`config.mk`:
```
export PLATFORM = sky130hd
export DESIGN_NAME = dma_evt_seq
export DESIGN_NICKNAME = d
export VERILOG_FILES = /design/src/rtl/dma_seq_pkg.sv /design/src/rtl/dseq_evt_match.sv /design/src/rtl/dseq_cfg_regs.sv /design/src/rtl/dseq_blk_gen.sv /design/src/rtl/dma_evt_seq.sv
export SDC_FILE = /design/constraint.sdc
export NUM_CORES = 1
export LEC_CHECK = 0
export BUFFER_PORTS_ARGS = -buffer_cell sky130_fd_sc_hd__clkbuf_2
export CAP_MARGIN = 20
export CORE_ASPECT_RATIO = 1.25
export CORE_MARGIN = 5
export CORE_UTILIZATION = 34
export CTS_BUF_LIST = sky130_fd_sc_hd__clkbuf_8
export DETAILED_ROUTE_END_ITERATION = 8
export PLACE_DENSITY = 0.55
export SYNTH_ARGS = -nofsm -noshare
export SYNTH_HDL_FRONTEND = slang
export SYNTH_SLANG_ARGS = --single-unit
```
`constraint.sdc`:
```
create_clock -name clk -period 3.6 [get_ports clk]
set_input_delay 0.54 -clock clk [delete_from_list [all_inputs] [get_ports clk]]
set_output_delay 0.54 -clock clk [all_outputs]
set_load 0.01 [all_outputs]
```
`src/rtl/dma_seq_pkg.sv`:
```
package dma_seq_pkg;

    typedef enum logic [2:0] {
        ST_DONE   = 3'd0,
        ST_EVENT  = 3'd1,
        ST_PEND   = 3'd2,
        ST_XFER   = 3'd3,
        ST_NOTIFY = 3'd4,
        ST_CLEAR  = 3'd5,
        ST_ERROR  = 3'd6
    } seq_st_e;

    localparam logic [1:0] SEL_KICK = 2'd0;
    localparam logic [1:0] SEL_SRC  = 2'd1;
    localparam logic [1:0] SEL_DST  = 2'd2;
    localparam logic [1:0] SEL_SIZE = 2'd3;

    localparam logic [1:0] TGT_SYSMEM = 2'd2;
    localparam logic [1:0] TGT_AFIFO  = 2'd1;

    // kick register field positions
    localparam int KICK_REQ_BIT = 0;
    localparam int KICK_EVT_LSB = 16;
    localparam int KICK_ST_LSB  = 24;

    // trigger code map
    localparam int LAST_BUF_EVT = 14;
    localparam int FIRST_CH_EVT = 19;
    localparam int NUM_CH_EVT   = 10;

endpackage

```
`src/rtl/dseq_evt_match.sv`:
```
module dseq_evt_match #(
    parameter int CODE_W = 5
) (
    input  logic [CODE_W-1:0]      code,
    input  logic [(1<<CODE_W)-1:0] evt_vec,
    output logic                   hit
);
    import dma_seq_pkg::*;

    localparam int NCODE = 1 << CODE_W;

    logic [NCODE-1:0] code_hit;

    for (genvar c = 0; c < NCODE; c++) begin : g_code
        if (c == 0) begin : g_now
            assign code_hit[c] = 1'b1;
        end else if ((c <= LAST_BUF_EVT) ||
                     ((c >= FIRST_CH_EVT) && (c < FIRST_CH_EVT + NUM_CH_EVT))) begin : g_line
            assign code_hit[c] = evt_vec[c];
        end else begin : g_never
            logic unused_line;
            assign unused_line = evt_vec[c];
            assign code_hit[c] = 1'b0;
        end
    end

    assign hit = code_hit[code];

endmodule

```
`src/rtl/dseq_cfg_regs.sv`:
```
module dseq_cfg_regs #(
    parameter int DATA_W  = 32,
    parameter int ALIGN_W = 7,
    parameter int SIZE_W  = 7
) (
    input  logic                        clk,
    input  logic                        rst_n,
    input  logic                        wr_en,
    input  logic [1:0]                  wr_sel,
    input  logic [DATA_W-1:0]           wr_data,
    input  logic                        busy,
    output logic [DATA_W-ALIGN_W-1:0]   src_start,
    output logic [1:0]                  src_tgt,
    output logic [DATA_W-ALIGN_W-1:0]   dst_start,
    output logic [1:0]                  dst_tgt,
    output logic [SIZE_W-1:0]           size
);
    import dma_seq_pkg::*;

    localparam int START_W = DATA_W - ALIGN_W;

    typedef struct packed {
        logic [START_W-1:0] s_start;
        logic [1:0]         s_tgt;
        logic [START_W-1:0] d_start;
        logic [1:0]         d_tgt;
        logic [SIZE_W-1:0]  sz;
    } cfg_s;

    cfg_s cfg_d, cfg_q;

    always_comb begin
        cfg_d = cfg_q;
        if (wr_en && !busy) begin
            case (wr_sel)
                SEL_SRC: begin
                    cfg_d.s_start = wr_data[DATA_W-1:ALIGN_W];
                    cfg_d.s_tgt   = wr_data[1:0];
                end
                SEL_DST: begin
                    cfg_d.d_start = wr_data[DATA_W-1:ALIGN_W];
                    cfg_d.d_tgt   = wr_data[1:0];
                end
                SEL_SIZE: cfg_d.sz = wr_data[SIZE_W-1:0];
                default: ;
            endcase
        end
    end

    always_ff @(posedge clk or negedge rst_n) begin
        if (!rst_n) cfg_q <= '0;
        else        cfg_q <= cfg_d;
    end

    assign src_start = cfg_q.s_start;
    assign src_tgt   = cfg_q.s_tgt;
    assign dst_start = cfg_q.d_start;
    assign dst_tgt   = cfg_q.d_tgt;
    assign size      = cfg_q.sz;

    // a write while busy leaves the size register untouched
    assert_size_hold_R9: assert property (@(posedge clk) disable iff (!rst_n)
        (busy && wr_en && wr_sel == SEL_SIZE) |=> $stable(size));

endmodule

```
`src/rtl/dseq_blk_gen.sv`:
```
module dseq_blk_gen #(
    parameter int SIZE_W = 7
) (
    input  logic              clk,
    input  logic              rst_n,
    input  logic              load,
    input  logic              step,
    input  logic [SIZE_W-1:0] size,
    output logic [SIZE_W-1:0] blk,
    output logic              last
);
    logic [SIZE_W-1:0] cnt_d, cnt_q;

    always_comb begin
        cnt_d = cnt_q;
        if (load)      cnt_d = '0;
        else if (step) cnt_d = cnt_q + 1'b1;
    end

    always_ff @(posedge clk or negedge rst_n) begin
        if (!rst_n) cnt_q <= '0;
        else        cnt_q <= cnt_d;
    end

    assign blk  = cnt_q;
    assign last = (cnt_q == size);

    // stepping never runs past the programmed block count
    assert_step_bound_R6: assert property (@(posedge clk) disable iff (!rst_n)
        (step && !load) |-> (cnt_q != size));

endmodule

```
`src/rtl/dma_evt_seq.sv`:
```
module dma_evt_seq #(
    parameter int DATA_W  = 32,
    parameter int ALIGN_W = 7,
    parameter int SIZE_W  = 7,
    parameter int CODE_W  = 5
) (
    input  logic                   clk,
    input  logic                   rst_n,
    input  logic                   wr_en,
    input  logic [1:0]             wr_sel,
    input  logic [DATA_W-1:0]      wr_data,
    input  logic [1:0]             rd_sel,
    output logic [DATA_W-1:0]      rd_data,
    input  logic [(1<<CODE_W)-1:0] evt_vec,
    input  logic                   global_clear,
    output logic                   burst_req,
    output logic [DATA_W-1:0]      burst_src,
    output logic [DATA_W-1:0]      burst_dst,
    input  logic                   burst_ack,
    output logic                   notify_req,
    input  logic                   notify_ack,
    output logic [2:0]             status,
    output logic                   done_pulse
);
    import dma_seq_pkg::*;

    localparam int START_W = DATA_W - ALIGN_W;

    typedef struct packed {
        seq_st_e           st;
        logic [CODE_W-1:0] evt;
        logic              done;
    } fsm_s;

    fsm_s f_d, f_q;

    logic                busy;
    logic                kick_arm;
    logic                hit;
    logic                route_ok;
    logic                blk_load;
    logic                blk_step;
    logic                blk_last;
    logic [SIZE_W-1:0]   blk;
    logic [START_W-1:0]  src_start, dst_start;
    logic [1:0]          src_tgt, dst_tgt;
    logic [SIZE_W-1:0]   size;

    assign busy = (f_q.st == ST_EVENT) || (f_q.st == ST_PEND) ||
                  (f_q.st == ST_XFER)  || (f_q.st == ST_NOTIFY);

    assign kick_arm = wr_en && (wr_sel == SEL_KICK) && wr_data[KICK_REQ_BIT];
    assign route_ok = (src_tgt == TGT_SYSMEM) && (dst_tgt == TGT_AFIFO);

    dseq_cfg_regs #(
        .DATA_W (DATA_W),
        .ALIGN_W(ALIGN_W),
        .SIZE_W (SIZE_W)
    ) u_cfg (
        .clk      (clk),
        .rst_n    (rst_n),
        .wr_en    (wr_en),
        .wr_sel   (wr_sel),
        .wr_data  (wr_data),
        .busy     (busy),
        .src_start(src_start),
        .src_tgt  (src_tgt),
        .dst_start(dst_start),
        .dst_tgt  (dst_tgt),
        .size     (size)
    );

    dseq_evt_match #(.CODE_W(CODE_W)) u_match (
        .code   (f_q.evt),
        .evt_vec(evt_vec),
        .hit    (hit)
    );

    dseq_blk_gen #(.SIZE_W(SIZE_W)) u_blk (
        .clk  (clk),
        .rst_n(rst_n),
        .load (blk_load),
        .step (blk_step),
        .size (size),
        .blk  (blk),
        .last (blk_last)
    );

    always_comb begin
        f_d      = f_q;
        f_d.done = 1'b0;
        blk_load = 1'b0;
        blk_step = 1'b0;
        if (busy && global_clear) begin
            f_d.st   = ST_CLEAR;
            f_d.done = 1'b1;
        end else begin
            case (f_q.st)
                ST_EVENT: if (hit) f_d.st = ST_PEND;
                ST_PEND: begin
                    if (route_ok) begin
                        f_d.st   = ST_XFER;
                        blk_load = 1'b1;
                    end else begin
                        f_d.st   = ST_ERROR;
                        f_d.done = 1'b1;
                    end
                end
                ST_XFER: begin
                    if (burst_ack) begin
                        if (blk_last) f_d.st = ST_NOTIFY;
                        else          blk_step = 1'b1;
                    end
                end
                ST_NOTIFY: begin
                    if (notify_ack) begin
                        f_d.st   = ST_DONE;
                        f_d.done = 1'b1;
                    end
                end
                default: begin
                    if (kick_arm) begin
                        f_d.st  = ST_EVENT;
                        f_d.evt = wr_data[KICK_EVT_LSB +: CODE_W];
                    end
                end
            endcase
        end
    end

    always_ff @(posedge clk or negedge rst_n) begin
        if (!rst_n) f_q <= '{st: ST_DONE, evt: '0, done: 1'b0};
        else        f_q <= f_d;
    end

    logic [START_W-1:0] src_cur, dst_cur;
    assign src_cur = src_start + START_W'(blk);
    assign dst_cur = dst_start + START_W'(blk);

    assign burst_req  = (f_q.st == ST_XFER);
    assign notify_req = (f_q.st == ST_NOTIFY);
    assign burst_src  = {src_cur, {ALIGN_W{1'b0}}};
    assign burst_dst  = {dst_cur, {ALIGN_W{1'b0}}};
    assign status     = f_q.st;
    assign done_pulse = f_q.done;

    logic [DATA_W-1:0] kick_rd;
    always_comb begin
        kick_rd = '0;
        kick_rd[KICK_REQ_BIT]           = busy;
        kick_rd[KICK_EVT_LSB +: CODE_W] = f_q.evt;
        kick_rd[KICK_ST_LSB +: 3]       = f_q.st;
    end

    always_comb begin
        case (rd_sel)
            SEL_SRC:  rd_data = {src_start, {(ALIGN_W-2){1'b0}}, src_tgt};
            SEL_DST:  rd_data = {dst_start, {(ALIGN_W-2){1'b0}}, dst_tgt};
            SEL_SIZE: rd_data = DATA_W'(size);
            default:  rd_data = kick_rd;
        endcase
    end

    // the completion pulse only accompanies a terminal status
    assert_pulse_terminal_R10: assert property (@(posedge clk) disable iff (!rst_n)
        done_pulse |-> (status == ST_DONE || status == ST_CLEAR || status == ST_ERROR));

    // a clear during a busy state lands in CLEAR with a pulse
    assert_clear_wins_R8: assert property (@(posedge clk) disable iff (!rst_n)
        (busy && global_clear) |=> (status == ST_CLEAR && done_pulse));

    // pending lasts one cycle
    assert_pend_once_R4: assert property (@(posedge clk) disable iff (!rst_n)
        (status == ST_PEND) |=> (status == ST_XFER || status == ST_ERROR || status == ST_CLEAR));

    // the error state is entered only from pending
    assert_err_src_R5: assert property (@(posedge clk) disable iff (!rst_n)
        (status == ST_ERROR && $past(status) != ST_ERROR) |-> ($past(status) == ST_PEND));

    // source pointer frozen against writes while busy
    assert_src_hold_R9: assert property (@(posedge clk) disable iff (!rst_n)
        (busy && wr_en && wr_sel == SEL_SRC) |=> $stable(src_start));

    // notify requested only after bursts finish
    assert_notify_entry_R7: assert property (@(posedge clk) disable iff (!rst_n)
        $rose(notify_req) |-> ($past(burst_req) && $past(burst_ack)));

endmodule

```
# [Word-level counts from Yosys, hierarchy flattened]
# Cells that the tools add are included.
[totals] regBits=77 word_cells=74
[classes] add_sub_neg=3 n_lt_le_gt_ge=1 n_eq_ne=17 mux=24 bitwise=2 reduce_logical=18
[op_table] op="32-bit case mux with 3 select lines" count=1
[op_table] op="25-bit by 7-bit adder with 25-bit output" count=2
[op_table] op="3-bit two-way mux" count=6
[op_table] op="7-bit two-way mux" count=2
[op_table] op="3-bit case mux with 4 select lines" count=1
[op_table] op="1-bit two-way mux" count=11
[op_table] op="2-bit equality test, second input constant" count=5
[op_table] op="3-bit by 1-bit != test with 1-bit output, second input constant" count=3
[op_table] op="8-bit two-way mux" count=1
[op_table] op="7-bit by 1-bit adder with 7-bit output, second input constant" count=1
[op_table] op="7-bit equality test" count=1
[op_table] op="2-bit by 1-bit equality test with 1-bit output, second input constant" count=3
[op_table] op="3-bit by 2-bit equality test with 1-bit output, second input constant" count=2
[op_table] op="5-bit by 6-bit < comparator with 1-bit output, second input constant" count=1
[op_table] op="2-bit AND reduction" count=3
[op_table] op="6-bit nonzero test" count=1
[op_table] op="1-bit binary-select mux with 5-bit select" count=1
[op_table] op="1-bit logical AND" count=5
[op_table] op="5-bit AND reduction" count=1
[op_table] op="4-bit OR reduction" count=1
[op_table] op="3-bit by 1-bit equality test with 1-bit output, second input constant" count=1
[op_table] op="3-bit equality test, second input constant" count=1
[op_table] op="1-bit logical OR" count=3
[op_table] op="3-bit by 2-bit != test with 1-bit output, second input constant" count=1
[op_table] op="other kinds (6)" count=7

# [Logic depth before layout (Yosys ltp)]
# Gate-level depths: netlist of run 1.
[logic_depth] word_depth=8 ltp_mapped=10 ltp_nobuf=10

# [Hierarchy]
# From an unflattened synthesis of run 1, not the netlist that was laid out.
[unflattened] hier_cells=503 hier_area_um2=5474.0
[by_module_without_submodules] module="dseq_cfg_regs" n_inst=1 cells_per_inst=131 area_per_inst_um2=2464.9 seq_area_each_um2=1526.5
[by_module_without_submodules] module="dma_evt_seq" n_inst=1 cells_per_inst=297 area_per_inst_um2=2316.0 seq_area_each_um2=225.2
[by_module_without_submodules] module="dseq_blk_gen" n_inst=1 cells_per_inst=40 area_per_inst_um2=395.4 seq_area_each_um2=175.2
[by_module_without_submodules] module="dseq_evt_match" n_inst=1 cells_per_inst=35 area_per_inst_um2=297.8 seq_area_each_um2=0.0

# [Least setup slack after synthesis of run 1]
# OpenSTA, ideal clock, no wires.
[synth_timing] path_type="reg2out" startpoint="register u_blk.cnt_q[0] (netlist: u_blk.blk[0])" endpoint="output port burst_src[31]" arrival_ns=2.311 t_required_ns=3.060 slack_ns=0.749 path_stages_with_launch=10 path_buffers=0 path_cell_list="dfrtp_1 > ha_1 > fa_1 > a21o_1 > a21oi_1 > o21bai_1 > a21oi_1 > o21bai_1 > nor4b_2 > xor2_1"
[synth_via] elab_chain_cells=1
[synth_lines] element="start: declaration" line="dseq_blk_gen.sv:12" source="logic [SIZE_W-1:0] cnt_d, cnt_q;"
[synth_lines] element="start signal: assignment" line="dseq_blk_gen.sv:22" source="else cnt_q <= cnt_d;"
[synth_lines] element="25-bit by 7-bit adder with 25-bit output" line="dma_evt_seq.sv:137" source="assign src_cur = src_start + START_W'(blk);"
[synth_lines] element="end: declaration" line="dma_evt_seq.sv:17" source="output logic [DATA_W-1:0] burst_src,"
# No other way between the ends.

# [Worst setup path after layout of run 1]
[layout_timing] startpoint="register u_blk.cnt_q[0] (netlist: u_blk.blk[0])" endpoint="output port burst_src[29]"
# The elaborated chain is that of the path after synthesis.

==> results of run 1 <==
## state kept, by name (all words and copies together), names as in the netlist, 2 cells and up
register and flops:
u_cfg.dst_start 25, u_cfg.src_start 25, u_blk.blk 7, u_cfg.size 7, f_q 5, status 3, u_cfg.dst_tgt 2, u_cfg.src_tgt 2
## worst max-delay path by stage
stage	to	depth (start not counted)	start	slack, ns
detailed placement	burst_dst[19]	12	u_blk.blk[0]$_DFFE_PN0P_	0.30
floorplan	burst_src[31]	9	u_blk.blk[0]$_DFFE_PN0P_	0.75
CTS	burst_dst[19]	12	u_blk.blk[0]$_DFFE_PN0P_	0.01
finish	burst_src[29]	11	u_blk.blk[0]$_DFFE_PN0P_	0.19
global placement	burst_dst[21]	12	u_blk.blk[0]$_DFFE_PN0P_	0.39
global route	burst_dst[21]	12	u_blk.blk[0]$_DFFE_PN0P_	-0.01
## final cells by class
type | count | area [um^2]
clock buffers | 12 | 165.2
clock inverters | 4 | 46.29
fillers | 1513 | 8652
inverters | 16 | 60.06
multi-input cells | 381 | 3058
flip-flops and latches | 77 | 1929
well taps | 208 | 260.3
repair buffers | 167 | 905.9
## cells in the final DEF (no fill, tap or decap), drive strengths merged, types with 2 or more instances in the layout
cell and instances:
a21boi 2, a21o 3, a21oi 9, a22o 18, and2 3, and3 14, and4 3, buf 15
clkbuf 164, conb 14, dfrtp 77, fa 2, ha 15, inv 17, mux2 66, mux2i 12
mux4 5, nand2 37, nand2b 3, nand3 6, nand3b 4, nand4 5, nand4b 2, nor2 32
nor2b 5, nor3 8, nor3b 4, nor4b 2, o2111ai 2, o211ai 4, o21a 2, o21ai 22
o21bai 4, o2bb2ai 2, o31ai 2, or4 2, xnor2 34, xor2 23
## synthesized netlist by cell type (all sizes together), types with 3 or more instances
master   n  area share, %
a21o     3           0.43
mux2i   12            2.3
nand4    5           0.60
nand2b   3           0.36
and4     3           0.50
buf     25            3.5
nor2    32            2.3
a21oi    9           0.93
nor2b    5           0.60
a22o    18            3.0
nor3     8            1.1
o211ai   4           0.57
xor2    23            3.8
and3    14            1.7
inv     16            1.1
nor3b    4           0.57
xnor2   34            5.7
o21ai   22            2.1
nand3b   4           0.57
ha      15            3.6
mux4     5            2.2
mux2    66             14
o21bai   4           0.57
clkbuf  13            1.5
nand2   37            2.7
dfrtp   77             37
nand3    6           0.57
and2     3           0.38
## per-layer routing
layer  track usage, %  part of all wire (%)  vias up
li1                 -                     -     2050
met1            21.85                    42     2128
met2            30.88                    51      137
met3            3.756                   5.1       14
met4            5.159                   1.2        0
met5                0                     0        -
## stage by stage
stage	setup TNS [ns]	total power (W)
after floorplan	0	0.003475
after global placement	0	0.004323
after detailed placement	0	0.004388
after CTS	0	0.005129
after global routing	-0.009869	0.005508
final	0	0.005111
## power breakdown
group | internal [W] | switching, W | total [W]
clock network | 0.000374 | 0.000338 | 0.000712
registers | 0.00127 | 0.000580 | 0.00186
logic | 0.00129 | 0.00125 | 0.00254
total | 0.00294 | 0.00217 | 0.00511
## cells by family (layout without fill, tap and decap cells)
group / after synthesis / count (layout) / synth area share, %
buffers and inverters: 54 / 199 / 6.142
adder cells (fa/ha/maj): 17 / 17 / 4.350
AO/OA/AOI/OAI: 75 / 75 / 10.37
other: 1 / 14 / 0.07163
multiplexers: 83 / 83 / 18.64
XOR/XNOR: 57 / 57 / 9.536
AND/OR/NAND/NOR: 135 / 135 / 14.08
flip-flops: 77 / 77 / 36.81
## critical path: stages (launching register included)
cell and delay (ns):
dfrtp_2 0.43, ha_1 0.23, fa_1 0.40, a21o_1 0.21, a21oi_2 0.19, o21bai_1 0.10
a21oi_2 0.19, o21bai_1 0.12, buf_4 0.19, nand4_1 0.14, xnor2_1 0.13, clkbuf_2 0.16
## timing repair
action / in CTS / in global routing
endpoints found under the setup margin: 12 / 34
endpoints found under the hold margin: 0 / 0
pin swaps: 0 / 2
buffers inserted: 0 / 3
resized for setup: 3 / 5
hold buffers: 0 / 0
==> summary.md, run 1 <==
| Metric | Value |
|---|---|
| Unique masters post-synth | 57 |
| H-tree depth | 3 |
| Placeable Area | about 15,000 um^2 |
| Critical Path Sink Type | output port |
| Largest net degree at the start of global routing | 78 |
| Synthesized area per cell | 10.49 um^2 |
| Worst-path fanout max | 8 |
| Drt first-iter violations | 230 |
| CP required | 3.06 ns |
| Main synth FF type | dfrtp_1 |
| Measured slew at the worst slew-check pin | ~0.64 ns |
| Die footprint | 17,990 um^2 |
| CTS sink count | 77 |
| Relative slew slack | between 50% and 60% |
| DRC | 0 |
| Setup WS pre-CTS | about 0.3 ns |
| Cell count after placement | ~840 |
| Seq cells post-synth | just under 80 |
| Number of flops mapped to enable cells by yosys | 0 |
| Worst hold margin | about 0.15 ns |
| Max-cap viol count | 0 |
| CTS buffer count | 9 |
| CTS tree | done |
| Post-DP Area | a little over 6000 um^2 |
| Fraction of layout cells with a size suffix above 1 | between 40% and 50% |
| Non-Filler Instances | 865 |
| Final period utilization | around 95% |
| Clock Latency Late Sink | about 0.37 ns |
| Final core occ | 42.61% |
| Worst reg2reg path depth | 6 |
| Row cnt | 50 |
| Area Growth Syn to Fin | 22.73% |
| First drt pass iteration count | 5 |
| Setup-failing EPs final | 0 |
| Status | finished clean |
| Nets | roughly 740 |
| Reg-to-Reg End | u_cfg.src_start[23]$_DFFE_PN0P_ |
| Max Fclk | around 290 MHz |
| Antenna Nets Post-Route | 0 |
| CP arrival | between 2 and 3 ns |
| Final hold vios | 0 |
| Peak VDD IR | about 290 uV |
| Post-route setup slack | roughly 0.19 ns |
| Number of antenna diodes | 0 |
| GRT overflow | 0 |
| Design area | 6425 um^2 |
| R2R setup slack | between 1 and 1.5 ns |
| Leak | just over 3 nW |
| Clk pin slew, worst setup/hold paths | 0.09 ns |
| Initial antenna violation count | 0 |
| Total wire length | ~16,000 um |
| Ys Warns | 0 |
| Die W | 121.0 um |
| Clock root cell | clkbuf_8 |
| Routed vias/inst | 5.005 |
| Routed wire per std cell | approximately 18 um |
| Number of global-route vias before repair | 4,693 |
| First-pass GRT wire length | ~25,000 um |
| Cells after Synth | 499 |
| Min-Delay Path Class | input pin to asynchronous set/reset pin |
| Max Transition Viols Final | 0 |
| Async set-reset flop share out of synthesis | 100.0% |
| Post-synthesis sequential area ratio | approximately 37% |
| Starting Density | about a third |
| Cell area after synthesis | roughly 5200 um^2 |
| Detailed-route via count | 4,329 |
| Die span in y | 148.7 um |
| Hpwl dp | around 12,000 um |
| Maximum buffer depth of the clock tree | 2 |
| Pwr per Cell Area | slightly below 800 nW/um^2 |
| Port bufs | 153 |
| CP startpoint kind | flop |
| Critical path class | flop to output port |
| Tot GR Track Use | roughly 18% |
| Crit path time final | between 3 and 4 ns |
| Clk_skew | roughly 0.012 ns |
| Worst R2R Start | status[2]$_DFFE_PN0P_ |
| I/O pin cnt | between 150 and 200 |
| GP Congestion | just over 0.8 |
Power figures use the tool's default switching activity.
==> run 2, diff against run 1 <==
--- a/config.mk
+++ b/config.mk
@@ -12,7 +12,8 @@
 export CORE_UTILIZATION = 34
 export CTS_BUF_LIST = sky130_fd_sc_hd__clkbuf_8
 export DETAILED_ROUTE_END_ITERATION = 8
-export PLACE_DENSITY = 0.55
+export PLACE_DENSITY = 0.54
 export SYNTH_ARGS = -nofsm -noshare
 export SYNTH_HDL_FRONTEND = slang
+export SYNTH_HIERARCHICAL = 1
 export SYNTH_SLANG_ARGS = --single-unit
==> run 2 against run 1 <==
Net effect:
- critical path depth down 3
- global-route usage shrank 0.31 points
- routed wire length is 0.94% higher
- synthesized cell count rose by 0.80%
- maximum frequency increased by 0.96%
- register-to-register slack lost 0.22 ns
- critical path type unchanged
- largest cell class unchanged
- via count increased by 2.5%
- final cell count down 0.69%
- clock skew fell by 0.0046 ns
- largest power group unchanged
==> summary.md, run 2 <==
| Metric | Value |
|---|---|
| H-tree depth | 3 |
| Critical path class | flop to output port |
| Die footprint | ~19,000 um^2 |
| CTS sink count | 77 |
| Row cnt | 51 |
| Max Transition Viols Final | 0 |
| Async set-reset flop share out of synthesis | 100.0% |
| Worst reg2reg path depth | 9 |
| Min-Delay Path Class | input pin to asynchronous set/reset pin |
| Reg-to-Reg End | status[0]$_DFFE_PN0P_ |
| Critical Path Sink Type | output port |
| Ranking of synthesized cells by area | dfrtp_1 35%, mux2_4 11%, mux2_2 5.8% |
| First-pass GRT wire length | between 20,000 and 30,000 um |
| GP Congestion | 0.8133 |
| Drt first-iter violations | between 200 and 250 |
| R2R setup slack | 0.89 ns |
| Initial antenna violation count | 0 |
| Detailed-route via count | approximately 4,400 |
| Final hold vios | 0 |
| Peak VDD IR | 287.4 uV |
| Pwr per Cell Area | 811.4 nW/um^2 |
| Commonest non-fill, non-tap cells in the layout | 152 x clkbuf_2, 77 x dfrtp_1, 40 x mux2_4 |
| Met2 Track Usage GR | 30.17% |
| Net switching power | 0.002204 W |
| Clk_skew | roughly 0.0077 ns |
| Maximum buffer depth of the clock tree | 2 |
| Int Pwr | around 0.0031 W |
| Multi-input logic area | 3259 um^2 |
| Most common cell after layout, fill and taps aside | clkbuf_2 |
| Post-route setup slack | 0.2241 ns |
| Crit path time final | between 3 and 4 ns |
| Status | finished clean |
| Max-cap viol count | 0 |
| Clock Latency Late Sink | 0.36 ns |
| Die span in y | about 150 um |
| Ys Warns | 6 |
| RSZ-0062 raised after global routing | false |
| Relative slew slack | a little over half |
| CTS tree | done |
| Clock power share | 15.0% |
| Main synth FF type | dfrtp_1 |
| Number of global-route vias before repair | a little under 5,000 |
| Port bufs | between 150 and 200 |
| Most common cell in the netlist | dfrtp_1 |
| GRT overflow | 0 |
| Synthesized area per cell | ~11 um^2 |
| Cells after Synth | approximately 500 |
| Antenna Nets Post-Route | 0 |
| Unique masters post-synth | 66 |
| Worst R2R Start | f_q[1]$_DFFE_PN0P_ |
| CP startpoint kind | flop |
| Comb pwr share | just under 50% |
| Clock root cell | clkbuf_8 |
| Placeable Area | approximately 16,000 um^2 |
| CP arrival | approximately 2.8 ns |
| Area Growth Syn to Fin | 19.68% |
| Clk pin slew, worst setup/hold paths | 0.09 ns |
| Largest net degree at the start of global routing | 78 |
| Starting Density | approximately a third |
| Layout fillers | roughly 1,600 |
| Most frequent cells after synthesis | 77 x dfrtp_1, 40 x mux2_4, 34 x xnor2_1, 28 x mux2_2, 28 x nand2_1 |
| Number of flops mapped to enable cells by yosys | 0 |
| Seq. cell area | approximately 1900 um^2 |
| Worst-path fanout max | 9 |
| Number of antenna diodes | 0 |
| Nets | roughly 730 |
| Largest area contributor in the netlist | dfrtp_1 |
| I/O pin cnt | approximately 180 |
| Met1 Usage GRT | 21.36% |
| Setup Buffers After CTS | 0 |
| Setup TNS | 0 ns |
| CP required | 3.06 ns |
| Setup WS pre-CTS | just over 0.6 ns |
| Synth top area share | roughly a third |
| Final period utilization | a little over nine tenths |
| First drt pass iteration count | 4 |
| DRC | 0 |
| CTS buffer count | 9 |
| Die W | about 120 um |
| Measured slew at the worst slew-check pin | around 0.69 ns |
| Seq cells post-synth | a little under 80 |
| Routed vias/inst | slightly above 5 |
| GRT Max-Usage Layer | met2 |
| Hpwl dp | 12,200 um |
| Tot GR Track Use | roughly 17% |
| Fraction of layout cells with a size suffix above 1 | 39.72% |
| Switching share of power | 41.46% |
| Post-synthesis sequential area ratio | a little over a third |
| Max Fclk | ~300 MHz |
| Met3 usage | 3.379% |
| Setup-failing EPs final | 0 |
| Cell area after synthesis | around 5500 um^2 |
| Seq pwr share | between 30% and 40% |
| Routed wire per std cell | roughly 18 um |
| Leak | around 3.2 nW |
| Total wire length | ~16,000 um |
==> run 2: changes by cell type after synthesis, moves of 6 or more <==
cell	change
buf_6	+6
nand4_1	+12
nand2_1	-9
nand3_1	+15
o21ai_0	-9
mux2_4	+40
mux2i_1	+6
inv_1	-8
nor2_1	-19
mux2_2	-38
==> run 2: power groups by stage <==
stage          Sequential (W)  Combinational, W  Clock (W)
3_3_place_gp          0.00195           0.00253          0
2_1_floorplan         0.00166           0.00201          0
5_1_grt               0.00205           0.00280   0.000847
4_1_cts               0.00196           0.00260   0.000820
6_report              0.00196           0.00256   0.000797
3_5_place_dp          0.00198           0.00259          0
==> run 2: worst max path at each step <==
stage	startpoint	to	slack, ns	cells after the start
finish	u_blk/blk[0]$_DFFE_PN0P_	burst_src[19]	0.22	8
CTS	u_blk/blk[0]$_DFFE_PN0P_	burst_dst[31]	0.17	8
detailed placement	u_blk/blk[0]$_DFFE_PN0P_	burst_dst[31]	0.60	8
floorplan	u_blk/blk[0]$_DFFE_PN0P_	burst_src[31]	0.97	7
global route	u_blk/blk[0]$_DFFE_PN0P_	burst_src[17]	0.02	8
global placement	u_blk/blk[0]$_DFFE_PN0P_	burst_src[31]	0.61	8
==> run 2: cell type report <==
type | instances | share of cell area [%]
Tap cell | 212 | 4.049
Sequential cell | 77 | 29.41
Clock buffer | 9 | 1.891
Multi-Input combinational cell | 388 | 49.75
Timing Repair Buffer | 159 | 12.72
Inverter | 8 | 0.4584
Clock inverter | 6 | 1.719
==> run 2: worst max-delay path, stage by stage (launching register included) <==
cell and delay (ns):
dfrtp_1 0.50, ha_1 0.29, fa_1 0.42, a211o_1 0.33, a21oi_1 0.22, o21ai_2 0.20, nand3_1 0.16, xnor2_1 0.17
clkbuf_2 0.18
==> run 2: logic make-up after synthesis <==
family / synth area share (%)
AND/OR/NAND/NOR: 14.47
multiplexers: 20.85
flip-flops: 35.20
AO/OA/AOI/OAI: 10.08
XOR/XNOR: 8.960
buffers and inverters: 6.217
adder cells (fa/ha/maj): 4.160
other: 0.06851
==> run 2: per-layer routing <==
layer  share of wire, %  vias to the layer above
li1                   -                     2093
met1                 41                     2192
met2                 52                      138
met3                5.7                       16
met4                1.5                        0
met5                  0                        -
==> run 2: timing repair <==
| item | CTS | global route |
|---|---|---|
| gates resized for setup | 0 | 1 |
| endpoints found under the setup margin | 0 | 1 |
| hold buffers | 0 | 0 |
==> run 2: stage by stage <==
step / instances / utilization [%] / hold WS [ns] / total power (W) / area [um^2]
2_1_floorplan: 516 / - / 0.2444 / 0.003665 / 5523
3_3_place_gp: 843 / 40.04 / 0.5147 / 0.004484 / 6286
3_5_place_dp: 843 / 40.04 / 0.5235 / 0.004567 / 6286
4_1_cts: 858 / 41.55 / 0.3620 / 0.005379 / 6523
5_1_grt: 859 / 41.73 / 0.03032 / 0.005696 / 6551
6_report: 859 / 41.73 / 0.03636 / 0.005316 / 6551
